<file path="config.mk">
export PLATFORM = sky130hd
export DESIGN_NAME = dcs_sample_clock
export DESIGN_NICKNAME = d
export VERILOG_FILES = /design/src/rtl/dcs_pkg.sv /design/src/rtl/dcs_trim_ctrl.sv /design/src/rtl/dcs_inc_sum.sv /design/src/rtl/dcs_phase_acc.sv /design/src/rtl/dcs_sample_clock.sv
export SDC_FILE = /design/constraint.sdc
export NUM_CORES = 1
export LEC_CHECK = 0
export ABC_CLOCK_PERIOD_IN_PS = 7900
export BUFFER_PORTS_ARGS = -buffer_cell sky130_fd_sc_hd__clkbuf_2
export CAP_MARGIN = 20
export CORE_MARGIN = 8
export CORE_UTILIZATION = 40
export CTS_BUF_LIST = sky130_fd_sc_hd__clkbuf_16
export CTS_CLUSTER_SIZE = 25
export DETAILED_ROUTE_END_ITERATION = 7
export HOLD_SLACK_MARGIN = 0.05
export PLACE_DENSITY = 0.67
export SYNTH_ARGS = -nofsm -noshare
export SYNTH_HDL_FRONTEND = slang
export SYNTH_HIERARCHICAL = 1
export SYNTH_SLANG_ARGS = --single-unit
</file>
<file path="constraint.sdc">
create_clock -name clk -period 7.9 [get_ports clk]
set_input_delay 0.395 -clock clk [delete_from_list [all_inputs] [get_ports clk]]
set_output_delay 0.395 -clock clk [all_outputs]
set_load 0.05 [all_outputs]
</file>
<file path="src/rtl/dcs_pkg.sv">
// Shared types for the sampling clock divider.
// Assumes: strobes are single-cycle and synchronous to the master clock.
package dcs_pkg;

    // Action applied to the trim register in one cycle
    typedef enum logic [1:0] {
        TRIM_HOLD  = 2'd0,
        TRIM_UP    = 2'd1,
        TRIM_DOWN  = 2'd2,
        TRIM_CLEAR = 2'd3
    } trim_op_e;

    // Map preset and strobe inputs to a trim action; preset wins, opposite strobes cancel
    function automatic trim_op_e decode_trim_op(input logic preset_i,
                                                input logic up_i,
                                                input logic dn_i);
        trim_op_e op;
        if (preset_i)
            op = TRIM_CLEAR;
        else if (up_i && !dn_i)
            op = TRIM_UP;
        else if (dn_i && !up_i)
            op = TRIM_DOWN;
        else
            op = TRIM_HOLD;
        return op;
    endfunction

endpackage

</file>
<file path="src/rtl/dcs_trim_ctrl.sv">
// Signed saturating trim register steered by up/down strobes.
// Does: one step per lone strobe, cancel on both, clear while preset.
// Assumes: TRIM_W is wide enough to hold +/-TRIM_LIMIT.
module dcs_trim_ctrl
    import dcs_pkg::*;
#(
    parameter int TRIM_LIMIT = 1024,
    parameter int TRIM_W     = $clog2(TRIM_LIMIT + 1) + 1
) (
    input  logic                     clk,
    input  logic                     rst_n,
    input  logic                     preset,
    input  logic                     up_pulse,
    input  logic                     dn_pulse,
    output logic signed [TRIM_W-1:0] trim_q
);

    localparam logic signed [TRIM_W-1:0] TRIM_MAX  = TRIM_W'(TRIM_LIMIT);
    localparam logic signed [TRIM_W-1:0] TRIM_MIN  = -TRIM_MAX;
    localparam logic signed [TRIM_W-1:0] TRIM_ONE  = TRIM_W'(1);
    localparam logic signed [TRIM_W-1:0] TRIM_ZERO = '0;

    trim_op_e                  op;
    logic signed [TRIM_W-1:0]  trim_d;

    // Decode this cycle's action from preset and strobes
    always_comb op = decode_trim_op(preset, up_pulse, dn_pulse);

    // Next trim value with saturation at both limits
    always_comb begin
        trim_d = trim_q;
        unique case (op)
            TRIM_UP:    if (trim_q < TRIM_MAX) trim_d = trim_q + TRIM_ONE;
            TRIM_DOWN:  if (trim_q > TRIM_MIN) trim_d = trim_q - TRIM_ONE;
            TRIM_CLEAR: trim_d = TRIM_ZERO;
            default:    trim_d = trim_q;
        endcase
    end

    // Trim register, cleared by reset
    always_ff @(posedge clk) begin
        if (!rst_n) trim_q <= TRIM_ZERO;
        else        trim_q <= trim_d;
    end

    // trim never leaves the saturation window
    p_trim_bound_r6: assert property (@(posedge clk) disable iff (!rst_n)
        (trim_q <= TRIM_MAX) && (trim_q >= TRIM_MIN));

    // lone up strobe below the limit raises the trim by exactly one
    p_up_step_r5: assert property (@(posedge clk) disable iff (!rst_n)
        (up_pulse && !dn_pulse && !preset && trim_q != TRIM_MAX)
        |=> trim_q == $past(trim_q) + TRIM_ONE);

    // simultaneous strobes leave the trim alone
    p_cancel_r7: assert property (@(posedge clk) disable iff (!rst_n)
        (up_pulse && dn_pulse && !preset) |=> $stable(trim_q));

    // any cycle in preset leaves the trim at zero
    p_preset_clear_r8: assert property (@(posedge clk) disable iff (!rst_n)
        preset |=> trim_q == TRIM_ZERO);

endmodule

</file>
<file path="src/rtl/dcs_inc_sum.sv">
// Combines nominal increment and trim into the increment in force.
// Does: sign-extends and scales the trim, adds, clamps to the unsigned range;
//       preset bypasses the trim entirely.
// Assumes: ACC_W + 2 exceeds the scaled trim width.
module dcs_inc_sum #(
    parameter int ACC_W      = 32,
    parameter int TRIM_W     = 12,
    parameter int STEP_SHIFT = 0
) (
    input  logic                     preset,
    input  logic [ACC_W-1:0]         nominal_inc,
    input  logic signed [TRIM_W-1:0] trim,
    output logic [ACC_W-1:0]         inc
);

    localparam int SUM_W = ACC_W + 2;

    logic signed [SUM_W-1:0] nom_ext;
    logic signed [SUM_W-1:0] trim_ext;
    logic signed [SUM_W-1:0] sum;

    // Widen both operands so the sum cannot wrap before clamping
    always_comb begin
        nom_ext  = $signed({2'b00, nominal_inc});
        trim_ext = $signed({{(SUM_W - TRIM_W){trim[TRIM_W-1]}}, trim}) <<< STEP_SHIFT;
        sum      = nom_ext + trim_ext;
    end

    // Select nominal in preset, else clamp the trimmed sum to [0, 2^ACC_W-1]
    always_comb begin
        if (preset)
            inc = nominal_inc;
        else if (sum[SUM_W-1])
            inc = '0;
        else if (sum[ACC_W])
            inc = '1;
        else
            inc = sum[ACC_W-1:0];
    end

endmodule

</file>
<file path="src/rtl/dcs_phase_acc.sv">
// Phase accumulator that emits one enable pulse per carry-out.
// Does: acc += inc modulo 2^ACC_W each cycle; carry registered as enable.
// Assumes: inc is stable within a cycle (driven from registers/config).
module dcs_phase_acc #(
    parameter int ACC_W = 32
) (
    input  logic             clk,
    input  logic             rst_n,
    input  logic [ACC_W-1:0] inc,
    output logic             smp_en
);

    logic [ACC_W-1:0] acc_q;
    logic [ACC_W-1:0] acc_d;
    logic             carry;

    // Add with an extra bit to capture the carry
    always_comb {carry, acc_d} = {1'b0, acc_q} + {1'b0, inc};

    // Accumulator and enable registers
    always_ff @(posedge clk) begin
        if (!rst_n) begin
            acc_q  <= '0;
            smp_en <= 1'b0;
        end else begin
            acc_q  <= acc_d;
            smp_en <= carry;
        end
    end

    // an enable pulse appears exactly when the accumulator wrapped
    p_pulse_on_wrap_r2: assert property (@(posedge clk) disable iff (!rst_n)
        $past(rst_n) |-> (smp_en == (acc_q < $past(acc_q))));

endmodule

</file>
<file path="src/rtl/dcs_sample_clock.sv">
// Top of the digitally controlled sampling clock divider.
// Does: trims a nominal phase increment with up/down strobes and
//       swallows master cycles so the enable rate is inc/2^ACC_W of clk.
// Assumes: nominal_inc is quasi-static; strobes are synchronous pulses.
module dcs_sample_clock #(
    parameter int ACC_W      = 32,
    parameter int TRIM_LIMIT = 1024,
    parameter int STEP_SHIFT = 0
) (
    input  logic             clk,
    input  logic             rst_n,
    input  logic [ACC_W-1:0] nominal_inc,
    input  logic             preset,
    input  logic             up_pulse,
    input  logic             dn_pulse,
    output logic             smp_en,
    output logic [ACC_W-1:0] cur_inc
);

    localparam int TRIM_W = $clog2(TRIM_LIMIT + 1) + 1;

    logic signed [TRIM_W-1:0] trim;

    dcs_trim_ctrl #(
        .TRIM_LIMIT (TRIM_LIMIT),
        .TRIM_W     (TRIM_W)
    ) u_trim (
        .clk      (clk),
        .rst_n    (rst_n),
        .preset   (preset),
        .up_pulse (up_pulse),
        .dn_pulse (dn_pulse),
        .trim_q   (trim)
    );

    dcs_inc_sum #(
        .ACC_W      (ACC_W),
        .TRIM_W     (TRIM_W),
        .STEP_SHIFT (STEP_SHIFT)
    ) u_sum (
        .preset      (preset),
        .nominal_inc (nominal_inc),
        .trim        (trim),
        .inc         (cur_inc)
    );

    dcs_phase_acc #(
        .ACC_W (ACC_W)
    ) u_acc (
        .clk    (clk),
        .rst_n  (rst_n),
        .inc    (cur_inc),
        .smp_en (smp_en)
    );

    // the cycle after reset the output is idle
    p_reset_idle_r1: assert property (@(posedge clk)
        !rst_n |=> !smp_en);

endmodule

</file>
# Word level (Yosys, flattened, before mapping)
# Cells that the tools add are included.
# totals
reg_bits,45
in_bits,37
out_inout_bits,33
wordCells,29
# classes
n_addsub,4
n_lt_le_gt_ge,2
n_eq_ne,5
n_mux,9
n_reduce_logical,6
# ops
op,count
32-bit 2-to-1 mux,3
12-bit one-hot mux with 3 select lines,1
33-bit by 12-bit adder with 34-bit output,1
32-bit by 32-bit adder with 33-bit output,1
12-bit 2-to-1 mux,2
"12-bit by 2-bit adder with 12-bit output, second input constant",1
"12-bit by 11-bit greater-than comparator with 1-bit output, second input constant",1
"12-bit < comparator, second input constant",1
"12-bit by 2-bit subtractor with 12-bit output, second input constant",1
2-bit 2-to-1 mux,3
"2-bit == test, second input constant",2
"2-bit by 1-bit inequality test with 1-bit output, second input constant",2
3-bit AND reduction,1
3-bit nonzero test,1
"2-bit by 1-bit == test with 1-bit output, second input constant",1
1-bit logical AND,2
1-bit logical NOT,2

# Depth between registers and ports, before layout
# depth
word_depth,8
ltp_mapped,21
mapped_depth_nobuf,20

# Modules after synthesis
# The synthesis kept the hierarchy.
# by_module_without_submodules
mod,n_inst,cells_each,area_each_um2,seq_area_each_um2
dcs_phase_acc,1,327,2690.1,660.6
dcs_inc_sum,1,262,1986.9,0.0
dcs_trim_ctrl,1,136,1013.5,240.2

# Least setup slack after synthesis
# Ideal clock, no wire load.
# synth_path
kind,reg2reg
from,register u_trim.trim_q[11]
to,register u_acc.acc_q[21]
setup_ns,0.072
arrival_ns,5.305
setup_slack_ns,2.523
path_stages_with_launch,21
path_buffers,2
synth_period_minus_slack_ns,5.377
cell_sequence,dfxtp_1 -> ha_1 -> buf_2 -> a21oi_2 -> o21a_1 -> o31ai_1 -> a31oi_2 -> a211oi_2 -> o2111a_1 -> or4_4 -> nand2_1 -> buf_2 -> a221o_1 -> ha_1 -> a21o_1 -> o21bai_1 -> o311ai_1 -> nand2_1 -> a31o_2 -> a31oi_1 -> mux2i_1
# synth_between
elab_chain_len,5
# synth_lines
element,line_no,text
"start, declared",dcs_trim_ctrl.sv:15,output logic signed [TRIM_W-1:0] trim_q
"start signal, assigned",dcs_trim_ctrl.sv:43,else trim_q <= trim_d;
33-bit by 12-bit adder with 34-bit output *,dcs_inc_sum.sv:26,sum = nom_ext + trim_ext;
32-bit 2-to-1 mux,dcs_inc_sum.sv:35,else if (sum[ACC_W])
32-bit 2-to-1 mux *,dcs_inc_sum.sv:33,else if (sum[SUM_W-1])
32-bit 2-to-1 mux *,dcs_inc_sum.sv:31,if (preset)
named net cur_inc[4],dcs_sample_clock.sv:17,output logic [ACC_W-1:0] cur_inc
32-bit by 32-bit adder with 33-bit output *,dcs_phase_acc.sv:18,"always_comb {carry, acc_d} = {1'b0, acc_q} + {1'b0, inc};"
"end signal, assigned",dcs_phase_acc.sv:23,acc_q <= '0;
"end signal, assigned",dcs_phase_acc.sv:26,acc_q <= acc_d;
"end, declared",dcs_phase_acc.sv:13,logic [ACC_W-1:0] acc_q;
# The timed path passes the listed nets; every way through them passes the cells marked *.
# A chain may end at the register's enable or synchronous reset.

# Worst setup path in the final report
# layout_path
from,register u_trim.trim_q[11]
to,register u_acc.acc_q[28]
# layout_between
elab_chain_len,5
# layout_lines
element,line_no
33-bit by 12-bit adder with 34-bit output *,dcs_inc_sum.sv:26
32-bit 2-to-1 mux,dcs_inc_sum.sv:35
32-bit 2-to-1 mux *,dcs_inc_sum.sv:33
32-bit 2-to-1 mux *,dcs_inc_sum.sv:31
32-bit by 32-bit adder with 33-bit output *,dcs_phase_acc.sv:18
# Every way passes the cells marked *; elsewhere a longest branch is shown, timed or not.

==> flow_summary.ini <==
[sta]
max_freq_ghz = 0.168
finalSetupTns_ns = 0
tightestPinTransition_ns = 0.873
timing.hold.ws_ns = 0.534
hold_viol_final = 0
post-route-period-util_pct = 75.5
slew_headroom_pct = 41.8
fin_crit_ns = 5.97
finalSetupViolCount = 0
setup_ws_ns = 1.93
skew_ns = 0.00721
finalMaxSlewViolations = 0
rsz0062_at_grt = false

[route]
wl_met3_um = 876
wl_met2_mm = 7.47
ant_nets = 0
routed.top_layer = met4
wl_met1_mm = 7.52
wirelength_mm = 16.2
drtIter0Drc = 345
post_drt_wl_per_cell_um = 17.0
post-route-drc-count = 0
dr.pass1.iters = 5
viasPerCell = 5.99
vias = 5701

[power_and_ir_drop]
p_leak_nw = 2.90
seq_power_share_pct = 20.4
combPwrFrac_pct = 66.4
p_sw_mw = 0.783
p_clk_share_pct = 13.1
power.density_cell_area_nw_per_um2 = 261
internal_power_mw = 0.844
swShare_pct = 48.1
ir_drop_v = 0.000126
finalPower_mw = 1.63

[cells_and_area]
finalNonFillerCells = 952
layout.nets = 877
n_antenna_cell = 0
fin_util_pct = 45.0
fin_area_um2 = 6240
area_delta_synth_final_pct = 9.67
drive_gt1_share_pct = 13.5

[synthesis]
synth_area_per_cell_um2 = 7.85
synth_top_cells_by_count = a21oi_1 (73), ha_1 (67), nand2_1 (52)
synth_edf_count = 0
yosysSeqAreaShare_pct = 15.8
synth_area_um2 = 5690
synth_area_leader_cell = dfxtp_1
syn-num-nets = 831
synth-main-ff-cell = dfxtp_1
synth_most_common_cell = a21oi_1
synth_cell_types = 82
synthTopCellsByArea = dfxtp_1 (16%), ha_1 (15%), a21oi_1 (6.4%)
synth.top_cell.area_share_pct = 15.8
synth-seq-cells = 45
syn_inst = 725
ys_async_sr_fraction_pct = 0
ys.warnings.count = 6

[global_route]
grt_pass1_wl_mm = 26.6
grt_start_max_net_pins = 51
first_global_vias = 5425
grt_usage_pct = 17.5
grt_antenna_before_repair = 0
grt-ovfl-total = 0

[clock_network]
cts-root-buf = clkbuf_16
postCtsSetupBuffers = 0
cts.sinks = 45
post_cts_resized = 0
ctsHtreeMaxLevel = 2
path_clk_slew_ns = 0.07
cts_buffer_depth = 2
cts_hold_buf = 0
clk_latency_ns = 0.30
tritoncts = yes
numCtsBuffers = 5

[floorplan]
die_x_um = 135
design.portCount = 70
num_rows = 43
coreArea_um2 = 13900
initial_utilization_pct = 41.0
die_area_um2 = 18300
die_y_um = 135

[placed_design]
portBuffers = 69
dp_slack_ns = 2.00
placed_cell_area_um2 = 6100
routabilityCongestion = 0.910
dp_cells = 944
hpwlAfterDp_mm = 12.6

[hold_path]
hold_class = register to register

[critical_path]
crit_fanout = 25
cp_data_arrival_time_ns = 6.16
critPathRequiredTime_ns = 8.09
worst_setup_path_start_kind = register
worstSetupPathType = register to register
endpoint_kind = register
reg2reg_slack_ns = 1.93

[flow_run]
drv_cap = 0

[run_status]
status = complete, no violations
layout make-up:
class,count,area (um^2)
Sequential cell,45,901
Timing Repair Buffer,72,368
Inverter,21,78.8
Multi-Input combinational cell,626,4530
Tap cell,180,225
Fill cell,1444,7640
Clock buffer,5,125
Clock inverter,3,12.5
power groups by stage:
stage	Clock, mW	Sequential (mW)	Combinational [mW]
after floorplan	0	0.334	0.857
after global placement	0	0.337	1.06
after detailed placement	0	0.338	1.06
after CTS	0.220	0.333	1.07
after global routing	0.229	0.341	1.19
final	0.214	0.333	1.08
layer usage:
layer  up-vias  GRT usage (%)
li1       2853              -
met1      2648           22.3
met2       167           29.2
met3        33           3.26
met4         0           5.31
met5         -              0
final timing paths:
kind | start | to | cells after the start
worst max register to register | u_trim/trim_q[11]$_SDFFE_PN0P_ | u_acc/acc_q[28]$_SDFF_PN0_ | 20
worst min-delay path | u_trim/trim_q[9]$_SDFFE_PN0P_ | u_trim/trim_q[9]$_SDFFE_PN0P_ | 2
worst max-delay path | u_trim/trim_q[11]$_SDFFE_PN0P_ | u_acc/acc_q[28]$_SDFF_PN0_ | 20
worst min register to register | u_trim/trim_q[9]$_SDFFE_PN0P_ | u_trim/trim_q[9]$_SDFFE_PN0P_ | 2
flip-flops by register name, summed over array words and instances, names as in the netlist:
register       cells
u_acc/smp_en       1
u_trim/trim_q     12
u_acc/acc_q       32
worst max-delay path, stage by stage, from the launching register on:
cell and delay (ns):
dfxtp_1 0.43, buf_4 0.31, ha_1 0.36, a21oi_2 0.15
o21a_1 0.14, o31ai_1 0.08, a31oi_2 0.24, a211oi_2 0.10
o2111a_1 0.26, o21ai_1 0.26, nand2_1 0.57, a221o_1 0.52
ha_1 0.26, fa_1 0.42, a21o_1 0.23, a221o_1 0.35
a21oi_2 0.31, nor2_1 0.17, a31oi_1 0.38, o21ai_0 0.18
mux2i_1 0.14
cells by family (layout without fill, tap and decap cells):
kind of cell    Yosys count  count (layout)  synth area share [%]
compound gates          272             272                  33.8
simple gates            226             226                  21.0
fa+ha+maj                69              69                  15.4
buf+inv                  54             101                  4.55
xor+xnor                 50              50                  7.70
flops                    45              45                  15.8
mux                       9               9                  1.61
cells in the final DEF (no fill, tap or decap), types with 9 or more instances in the layout:
master / instances
a21o_1: 26
a21oi_1: 73
a221o_1: 33
a31oi_1: 11
and2_1: 22
and3_1: 14
clkbuf_2: 69
dfxtp_1: 45
ha_1: 67
inv_1: 20
nand2_1: 52
nand2b_1: 11
nand3_1: 17
nand4_1: 12
nor2_1: 45
nor2b_1: 9
o21ai_0: 41
o21bai_1: 9
xnor2_1: 33
xor2_1: 17
Power figures use the tool's default switching activity.
